**src/rtl/sigc_pkg.sv**
```systemverilog
package sigc_pkg;

   typedef enum logic [1:0] {
      GMODE_OFF    = 2'd0,
      GMODE_SINGLE = 2'd1,
      GMODE_PART   = 2'd2,
      GMODE_ALL    = 2'd3
   } gate_mode_e;

   // Classify a mask of up to 64 bits (only the low w bits count).
   function automatic gate_mode_e classify_mask(input logic [63:0] m, input int w);
      int ones;
      ones = 0;
      for (int i = 0; i < w; i++) ones += int'(m[i]);
      if (ones == 0)      return GMODE_OFF;
      else if (ones == 1) return GMODE_SINGLE;
      else if (ones == w) return GMODE_ALL;
      else                return GMODE_PART;
   endfunction

endpackage

```
**src/rtl/sigc_gate.sv**
```systemverilog
module sigc_gate #(
   parameter int WIDTH = 32
) (
   input  logic             clk,
   input  logic             rst_n,
   input  logic             clear,
   input  logic [WIDTH-1:0] gate_en,
   input  logic [WIDTH-1:0] resp,
   output logic [WIDTH-1:0] gated
);
   import sigc_pkg::*;

   logic [WIDTH-1:0] mask_q;
   logic [63:0]      mask_wide;
   gate_mode_e       mode;

   always_ff @(posedge clk or negedge rst_n) begin
      if (!rst_n)     mask_q <= '1;
      else if (clear) mask_q <= gate_en;
   end

   for (genvar i = 0; i < WIDTH; i++) begin : g_and
      assign gated[i] = mask_q[i] & resp[i];
   end

   always_comb begin
      mask_wide = '0;
      mask_wide[WIDTH-1:0] = mask_q;
      mode = classify_mask(mask_wide, WIDTH);
   end


   mask_hold_chk: assert property (@(posedge clk) disable iff (!rst_n)
      !clear |=> $stable(mask_q));

   mode_hold_chk: assert property (@(posedge clk) disable iff (!rst_n)
      !clear |=> $stable(mode));

   single_leak_chk: assert property (@(posedge clk) disable iff (!rst_n)
      (mode == GMODE_SINGLE) |-> ($countones(gated) <= 1));
endmodule

```
**src/rtl/sigc_tstage.sv**
```systemverilog
module sigc_tstage (
   input  logic clk,
   input  logic rst_n,
   input  logic clr,
   input  logic en,
   input  logic t,
   output logic q
);
   always_ff @(posedge clk or negedge rst_n) begin
      if (!rst_n)        q <= 1'b0;
      else if (clr)      q <= 1'b0;
      else if (en && t)  q <= ~q;
   end


   stage_hold_chk: assert property (@(posedge clk) disable iff (!rst_n)
      (!clr && !(en && t)) |=> $stable(q));
endmodule

```
**src/rtl/sigc_core.sv**
```systemverilog
module sigc_core #(
   parameter int               WIDTH = 32,
   parameter logic [WIDTH-1:0] TAPS  = '1
) (
   input  logic             clk,
   input  logic             rst_n,
   input  logic             clear,
   input  logic             step,
   input  logic [WIDTH-1:0] gated,
   output logic [WIDTH-1:0] state
);
   localparam logic [WIDTH-1:0] CTAP = TAPS | {{(WIDTH-1){1'b0}}, 1'b1};
   localparam int               MSB  = WIDTH - 1;

   logic [WIDTH-1:0] tog;
   logic             top;

   assign top = state[MSB];

   for (genvar i = 0; i < WIDTH; i++) begin : g_stage
      if (i == 0) begin : g_first
         assign tog[i] = gated[i] ^ top;
      end else if (CTAP[i]) begin : g_tap
         assign tog[i] = state[i-1] ^ gated[i] ^ top;
      end else begin : g_plain
         assign tog[i] = state[i-1] ^ gated[i];
      end
      sigc_tstage u_st (
         .clk   (clk),
         .rst_n (rst_n),
         .clr   (clear),
         .en    (step),
         .t     (tog[i]),
         .q     (state[i])
      );
   end


   clear_zero_chk: assert property (@(posedge clk) disable iff (!rst_n)
      clear |=> (state == '0));

   zero_stay_chk: assert property (@(posedge clk) disable iff (!rst_n)
      (!clear && step && state == '0 && gated == '0) |=> (state == '0));

   first_step_chk: assert property (@(posedge clk) disable iff (!rst_n)
      (!clear && step && state == '0) |=> (state == $past(gated)));
endmodule

```
**src/rtl/sigc_cmp.sv**
```systemverilog
module sigc_cmp #(
   parameter int WIDTH   = 32,
   parameter bit CMP_REG = 1'b1
) (
   input  logic             clk,
   input  logic             rst_n,
   input  logic             clear,
   input  logic             compare,
   input  logic [WIDTH-1:0] sig,
   input  logic [WIDTH-1:0] golden,
   output logic             flag
);
   logic diff;
   assign diff = |(sig ^ golden);

   if (CMP_REG) begin : g_reg
      always_ff @(posedge clk or negedge rst_n) begin
         if (!rst_n)       flag <= 1'b0;
         else if (clear)   flag <= 1'b0;
         else if (compare) flag <= diff;
      end

      flag_hold_chk: assert property (@(posedge clk) disable iff (!rst_n)
         (!clear && !compare) |=> $stable(flag));

      flag_set_chk: assert property (@(posedge clk) disable iff (!rst_n)
         (!clear && compare && sig == golden) |=> !flag);
   end else begin : g_comb
      logic unused_clk;
      assign unused_clk = clk ^ rst_n ^ clear;
      assign flag = compare & diff;
   end
endmodule

```
**src/rtl/tff_sig_compactor.sv**
```systemverilog
module tff_sig_compactor #(
   parameter int               WIDTH   = 32,
   parameter logic [WIDTH-1:0] TAPS    = 32'h0040_0007,
   parameter bit               CMP_REG = 1'b1
) (
   input  logic             clk,
   input  logic             rst_n,
   input  logic             clear,
   input  logic             cmp_en,
   input  logic [WIDTH-1:0] resp,
   input  logic [WIDTH-1:0] gate_en,
   input  logic [WIDTH-1:0] golden,
   input  logic             compare,
   output logic [WIDTH-1:0] signature,
   output logic             mismatch
);
   if (WIDTH < 2 || WIDTH > 64) begin : g_bad_width
      $error("tff_sig_compactor: WIDTH must lie in 2..64");
   end
   if (TAPS[0] !== 1'b1) begin : g_bad_taps
      $error("tff_sig_compactor: TAPS bit 0 must be 1");
   end

   logic [WIDTH-1:0] gated;

   sigc_gate #(.WIDTH(WIDTH)) u_gate (
      .clk     (clk),
      .rst_n   (rst_n),
      .clear   (clear),
      .gate_en (gate_en),
      .resp    (resp),
      .gated   (gated)
   );

   sigc_core #(.WIDTH(WIDTH), .TAPS(TAPS)) u_core (
      .clk   (clk),
      .rst_n (rst_n),
      .clear (clear),
      .step  (cmp_en),
      .gated (gated),
      .state (signature)
   );

   sigc_cmp #(.WIDTH(WIDTH), .CMP_REG(CMP_REG)) u_cmp (
      .clk     (clk),
      .rst_n   (rst_n),
      .clear   (clear),
      .compare (compare),
      .sig     (signature),
      .golden  (golden),
      .flag    (mismatch)
   );


   idle_hold_chk: assert property (@(posedge clk) disable iff (!rst_n)
      (!clear && !cmp_en) |=> $stable(signature));

   clear_flag_chk: assert property (@(posedge clk) disable iff (!rst_n)
      (clear && CMP_REG) |=> !mismatch);
endmodule

```
**config.mk**
```make
export PLATFORM = sky130hd
export DESIGN_NAME = tff_sig_compactor
export DESIGN_NICKNAME = d
export VERILOG_FILES = /design/src/rtl/sigc_pkg.sv /design/src/rtl/sigc_gate.sv /design/src/rtl/sigc_tstage.sv /design/src/rtl/sigc_core.sv /design/src/rtl/sigc_cmp.sv /design/src/rtl/tff_sig_compactor.sv
export SDC_FILE = /design/constraint.sdc
export NUM_CORES = 1
export LEC_CHECK = 0
export BUFFER_PORTS_ARGS = -buffer_cell sky130_fd_sc_hd__buf_2
export CORE_ASPECT_RATIO = 0.6
export CORE_MARGIN = 5
export CORE_UTILIZATION = 50
export CTS_BUF_LIST = sky130_fd_sc_hd__clkbuf_8
export CTS_CLUSTER_DIAMETER = 40
export CTS_CLUSTER_SIZE = 40
export DETAILED_ROUTE_END_ITERATION = 6
export PLACE_DENSITY = 0.92
export SLEW_MARGIN = 10
export SYNTH_ARGS = -nofsm -noshare
export SYNTH_HDL_FRONTEND = slang
export SYNTH_SLANG_ARGS = --single-unit
export TNS_END_PERCENT = 10
```
**constraint.sdc**
```tcl
create_clock -name clk -period 1.6 [get_ports clk]
set_input_delay 0.08 -clock clk [delete_from_list [all_inputs] [get_ports clk]]
set_output_delay 0.08 -clock clk [all_outputs]
set_load 0.05 [all_outputs]
```
; Word level (Yosys, flattened, before mapping)
; Index checks and enable logic that the tools add are counted.
[word_totals]
regBits = 65
inputBits = 101
out_inout_bits = 33
[classes]
mux = 66
n_bitwise = 100
n_reduce_logical = 66
[ops]
columns = operator, n
row1 = $mux W1, 66
row2 = $reduce_bool A2 Y1, 33
row3 = $xor A1 B1 Y1, 35
row4 = $and A1 B1 Y1, 32
row5 = $logic_and A1 B1 Y1, 32
row6 = $not A1 Y1, 32
row7 = $reduce_or A32 Y1, 1
row8 = $xor A32 B32 Y32, 1

; Longest topological paths before layout
; Gate-level depths: netlist (run 1).
[depth]
word_depth = 6
depth_mapped = 6
mapped_depth_nobuf = 5

; By module
; Synthesis (run 1) repeated with hierarchy kept, for this count alone.
[hier_totals]
hier_cells = 308
area_unflattened_um2 = 3943.8
[modules_own_cells]
columns = module, instances, cells_each, area_each_um2, seq_area_each_um2
row1 = sigc_tstage, 32, 4, 51.3, 25.0
row2 = sigc_gate, 1, 100, 1585.3, 840.8
row3 = sigc_cmp, 1, 47, 384.1, 25.0
row4 = sigc_core, 1, 33, 332.8, 0.0

; Least setup slack after synthesis (run 1)
; OpenSTA, ideal clock, no wires.
[synth_timing]
kind = register -> register
start = reg u_core.g_stage[10].u_st.q
end = reg u_cmp.flag
setup_time_ns = 0.125
t_arrival_ns = 1.168
t_required_ns = 1.475
slack_ns = 0.307
path_stages_with_launch = 6
path_buffers = 0
period_less_slack_ns = 1.293
cell_sequence = dfrtp_1 xor2_1 nor4_1 nand4_1 nor3_1 nor3_1
[synth_between]
elab_chain_len = 4
[synth_rtl]
columns = item, line_no
row1 = from (decl), sigc_tstage.sv:7  ; output logic q
row2 = from (signal assigned), sigc_tstage.sv:12  ; else if (en && t) q <= ~q;
row3 = $xor A32 B32 Y32, sigc_cmp.sv:14  ; assign diff = |(sig ^ golden);
row4 = $reduce_or A32 Y1, sigc_cmp.sv:14
row5 = $mux W1, sigc_cmp.sv:20  ; else if (compare) flag <= diff;
row6 = $mux W1, sigc_cmp.sv:19  ; else if (clear) flag <= 1'b0;
row7 = to (signal assigned), sigc_cmp.sv:20
row8 = to (decl), sigc_cmp.sv:11  ; output logic flag
; No other way between the ends. The select of a mux whose other input is x is not followed.
; A chain may end at the register's enable or synchronous reset.

; Worst setup path after layout (run 1)
[layout_timing]
start = reg u_core.g_stage[12].u_st.q
end = reg u_cmp.flag
[layout_between]
elab_chain_len = 4
[layout_rtl]
columns = item, line_no
row1 = from (decl), sigc_tstage.sv:7
row2 = from (signal assigned), sigc_tstage.sv:12
row3 = $xor A32 B32 Y32, sigc_cmp.sv:14
row4 = $reduce_or A32 Y1, sigc_cmp.sv:14
row5 = $mux W1, sigc_cmp.sv:20
row6 = $mux W1, sigc_cmp.sv:19
; No other way between the ends. The select of a mux whose other input is x is not followed.

==> metrics.cfg, run 1 <==
[routing]
wl_um = 9500
first_iter_violations = 184
wl_per_cell_um = 15.8
drc = 0
final_antenna_net_count = 0
vias_per_cell = 4.79
firstDrtPassIters = 4
num_vias = 2872

[cells_and_area]
multiInputGateArea_sq_um = 1680
fill_cells = 562
drive_gt1_frac = 0.460
final_area_sq_um = 4820
antenna_cells = 0
syn_to_final_growth_pct = 32.9
regArea_sq_um = 1670
fin_nets = 606
final_cell_mix = buf_2, xor2_1, nand2_1
mostFrequentLayoutCell = buf_2

[sta]
finalHoldViolCount = 0
slew_viol_final = 0
min_period_ns = 1.44
worst_slew_pin_slew_ns = 0.352
setup-tns-final_ns = 0
fin_skew_ns = 0.0111
rsz0062_at_grt = no
slew-limit-headroom = 0.766
finalSetupViolations = 0
clock.fmax_mhz = 693
period_share = 0.902

[placement]
dp_hpwl_um = 6900
portBuffers = 133
gp_congestion = 0.822
place_area_sq_um = 4300

[setup_path]
critPathRequiredTime_ns = 1.82
cp.arrival_ns = 1.66
end_kind = flop
start_kind = flop
worstSetupPathType = reg -> reg
crit_path_max_fanout = 3

[die]
io_pins = 134
die_area_sq_um = 9120
start_util = 0.508
core_sq_um = 7150
rows = 24
die_x_um = 120
die_height_um = 76.0

[synthesis]
yosys_warnings = 0
async_reset_ff_frac = 1.00
synth_edf_count = 0
synth_cell_type_count = 14
synth_seq_area_share = 0.459
synth-seq-cells = 65
synth-main-ff-cell = dfrtp_1
syn_area_per_cell_sq_um = 10.4
synth.cell_area_sq_um = 3630
synth_fp_nets = 450
synthCells = 349
synth_area_leaders = dfstp_2, dfrtp_1, xor2_1
synth_top_area_frac = 0.232
synth_largest_area_cell = dfstp_2

[grt]
globalRouteTotalUtil = 0.218
grt_pass1_wl_um = 15400
gr-total-overflow = 0
grt_pass1_vias = 3138
grt_max_degree = 66
antenna_found_initial = 0

[cts]
clock_latency_ns = 0.35
ctsHtreeMaxLevel = 3
tritoncts = done
cts_sinks = 65
clkTransAtPathRegs_ns = 0.06
numCtsBuffers = 9
cts_root_buffer = clkbuf_8
clockBufferDepth = 2

[power]
leakagePower_nw = 2.42
power_density_nw_per_um2 = 1080
vdd_drop_max_uv = 707

[job]
max-cap-violations = 0

[run_status]
outcome = finished, final reports clean

[worst_hold_path]
hp-class = in -> reg

synthesized netlist by cell type (all sizes together) (2+ instances only):
library cell	count
buf	42
dfrtp	33
dfstp	32
mux2	32
nand2	64
nand3	2
nor2	33
nor3	3
nor4	7
xnor2	33
xor2	66
metrics by stage:
stage / instances / power (W) / setup WS, ns / util / hold WS, ns
global placement: 550 / 0.00393 / 0.0461 / 0.602 / 0.119
detailed placement: 550 / 0.00399 / 0.0451 / 0.602 / 0.132
global route: 600 / 0.00551 / 0.00504 / 0.675 / 0.0500
floorplan: 349 / 0.00355 / 0.307 / - / -0.216
CTS: 598 / 0.00526 / 0.0251 / 0.670 / 0.0195
finish: 600 / 0.00520 / 0.156 / 0.675 / 0.0444
report_power, final:
part / switching [W] / internal, W / total, W
Clock: 0.000587 / 0.000570 / 0.00116
Combinational: 0.00114 / 0.000783 / 0.00192
Sequential: 0.000200 / 0.00192 / 0.00212
routing by layer:
metal | routed length (um) | track usage | vias to the layer above
li1 | - | - | 1375
met1 | 4140 | 0.272 | 1382
met2 | 4470 | 0.354 | 104
met3 | 752 | 0.0757 | 11
met4 | 143 | 0.0754 | 0
met5 | 0 | 0 | -
area by class of cell:
| type | instances | area share |
|---|---|---|
| clock buffer | 10 | 0.0285 |
| multi-input combinational | 241 | 0.349 |
| sequential | 65 | 0.346 |
| timing repair buffer | 188 | 0.249 |
| tap | 91 | 0.0236 |
| clock inverter | 5 | 0.00415 |
cells by family (layout without fill, tap and decap cells):
family / count (synthesis) / in the layout / synth area share
and+or+nand+nor: 110 / 110 / 0.121
buffers and inverters: 43 / 203 / 0.0817
xor gates and xnor gates: 99 / 99 / 0.239
DFF: 65 / 65 / 0.459
muxes: 32 / 32 / 0.0993
critical path: stages (launching register included):
cell,delay [ns]
dfrtp_2,0.42
xor2_1,0.17
nor4_2,0.35
nand4_1,0.15
nor3_2,0.17
nor3_1,0.06
what timing repair did:
action	in CTS	in global routing
buffers inserted	0	2
setup endpoints to repair	0	1
gates resized for setup	0	4
hold endpoints to repair	65	0
hold buffers	33	0
state kept, by name, indices dropped and copies added, names as in the netlist:
name,cells
u_core.g_stage.u_st.q,32
u_cmp.flag,1
u_gate.mask_q,32
worst paths after layout:
check / start / to / slack (ns) / cells after the start
setup / recovery: u_core.g_stage[12].u_st.q / u_cmp.flag / 0.16 / 5
hold / removal: compare / u_cmp.flag / 0.04 / 3
setup reg to reg: u_core.g_stage[12].u_st.q / u_cmp.flag / 0.16 / 5
hold reg to reg: u_cmp.flag / u_cmp.flag / 0.57 / 2
max in group asynchronous: rst_n / u_gate.mask_q[14] / 0.98 / 3
min in group asynchronous: rst_n / u_core.g_stage[1].u_st.q / 0.29 / 3
Power figures use the tool's default switching activity.
==> run 2, diff against run 1 <==
--- a/config.mk
+++ b/config.mk
@@ -14,6 +14,7 @@
 export CTS_CLUSTER_SIZE = 40
 export DETAILED_ROUTE_END_ITERATION = 6
 export PLACE_DENSITY = 0.92
+export SETUP_SLACK_MARGIN = 0.4
 export SLEW_MARGIN = 10
 export SYNTH_ARGS = -nofsm -noshare
 export SYNTH_HDL_FRONTEND = slang
==> run 2 against run 1 <==
Effect of this change: critical path depth unchanged; cell area up 2.0%; power is 3.0% higher; flip-flop and latch count is the same; register-to-register slack improved by 0.05 ns; hold slack worse by 0.011 ns; critical path type unchanged; largest power group unchanged; highest routed layer unchanged.
==> metrics.cfg, run 2 (same netlist as run 1, synthesis figures left out) <==
[routing]
wl_um = 9580
num_vias = 2893
wl_per_cell_um = 15.9
final_antenna_net_count = 0
first_iter_violations = 176
firstDrtPassIters = 4
drc = 0
vias_per_cell = 4.80

[setup_path]
worstSetupPathType = reg -> reg
r2r_cells = 5
crit_buf_inv = 0
cp.arrival_ns = 1.60
cp_slowest_cell = dfrtp_1
regToRegStartpoint = u_core.g_stage[31].u_st.q
regToRegSetupSlack_ns = 0.21
crit_path_max_fanout = 2
slowest_delay_ns = 0.42
cpLargestDelayFamily = simple AND/OR/NAND/NOR gates
worstPathCellList = xor2_1 -> nor4_2 -> nand3_1 -> nor3_2 -> nor3_1
end_kind = flop
crit_path_start = u_core.g_stage[31].u_st.q
path_depth = 5
critPathRequiredTime_ns = 1.81
start_kind = flop

[power]
seqPwrFrac = 0.394
vdd_drop_max_uv = 748
power_density_nw_per_um2 = 1090
power.share.clock = 0.234
p_sw_frac = 0.364
p_int_w = 0.00341
power_w = 0.00536
leakagePower_nw = 2.45
p_sw_w = 0.00195
pwr-share-comb = 0.372

[cts]
cts_root_buffer = clkbuf_8
cts_sinks = 65
numCtsBuffers = 9
tritoncts = done
clock_latency_ns = 0.34
clockBufferDepth = 2
ctsHtreeMaxLevel = 3
clkTransAtPathRegs_ns = 0.07

[placement]
dp_hpwl_um = 6730
portBuffers = 133
place_inst = 546
pre_cts_ws_ns = 0.102
gp_congestion = 0.840

[cells_and_area]
fin_cells = 603
reg_top3 = u_core.g_stage.u_st.q x32, u_gate.mask_q x32, u_cmp.flag x1
syn_to_final_growth_pct = 35.5
antenna_cells = 0
fin_nets = 609
final_cell_mix = buf_2, nand2_1, xor2_1, nor2_1, dlygate4sd3_1
drive_gt1_frac = 0.484
mostFrequentLayoutCell = buf_2

[sta]
min_period_ns = 1.39
fin_skew_ns = 0.00867
rsz0062_at_grt = yes
finalHoldViolCount = 0
slew-limit-headroom = 0.553
setup-tns-final_ns = 0
worst_slew_pin_slew_ns = 0.671
worst_slack_ns = 0.209
period_share = 0.870
slew_viol_final = 0
clock.fmax_mhz = 719
finalSetupViolations = 0

[die]
core_sq_um = 7150
rows = 24
die_height_um = 76.0
start_util = 0.508
die_x_um = 120
io_pins = 134
die_area_sq_um = 9120

[job]
max-cap-violations = 0

[run_status]
outcome = finished, final reports clean

[worst_hold_path]
worstHoldPathCells = 3
min_from = compare
hp-class = in -> reg

[grt]
gr-total-overflow = 0
grt_max_degree = 66
grt_pass1_wl_um = 15400
globalRouteTotalUtil = 0.216
antenna_found_initial = 0
grt_pass1_vias = 3176

[run 2: cell types whose count changed in the layout (fill, tap and decap cells not counted), sizes merged]
cell,before,now
clkbuf,10,12
buf,155,158
clkinv,1,0
inv,4,3
[run 2: final timing paths]
check,end
min in group asynchronous,u_core.g_stage[26].u_st.q
setup / recovery,u_cmp.flag
setup reg to reg,u_cmp.flag
max in group asynchronous,u_gate.mask_q[18]
hold / removal,u_cmp.flag
hold reg to reg,u_cmp.flag
[run 2: power groups by stage]
stage          Combinational (W)  Sequential, W  Clock [W]
6_report                 0.00199        0.00211    0.00125
5_1_grt                  0.00215        0.00214    0.00139
4_1_cts                  0.00199        0.00211    0.00131
3_5_place_dp             0.00180        0.00216          0
3_3_place_gp             0.00176        0.00213          0
2_1_floorplan            0.00140        0.00215          0
[run 2: routing by layer]
metal	GRT usage	share of wire
met5	0	0
met4	0.0663	0.0091
met3	0.0853	0.096
met2	0.355	0.49
met1	0.263	0.41
[run 2: layout make-up]
class / count / area (sq um)
fill: 567 / 2230
multi-input combinational: 241 / 1740
sequential: 65 / 1670
timing repair buffer: 191 / 1220
clock buffer: 12 / 165
tap: 91 / 114
clock inverter: 3 / 11.3
[run 2: repair_timing]
| action | in CTS | in global routing |
|---|---|---|
| resized for setup | 14 | 3 |
| hold buffers | 33 | 0 |
| buffers inserted | 9 | 0 |
| endpoints found under the setup margin | 25 | 60 |
| pin swaps | 14 | 5 |
| hold endpoints to repair | 65 | 0 |
[run 2: worst reg2reg max path, stage by stage (launching register included)]
cell and delay [ns]:
dfrtp_1 0.42, xor2_1 0.16, nor4_2 0.32, nand3_1 0.16, nor3_2 0.14, nor3_1 0.06
[run 2: stage by stage]
stage	util	instance area [sq um]	hold WS [ns]
finish	0.688	4920	0.0338
global route	0.688	4920	0.0469
CTS	0.686	4900	0.0129
detailed placement	0.596	4260	0.124
global placement	0.596	4260	0.115
floorplan	-	3630	-0.216
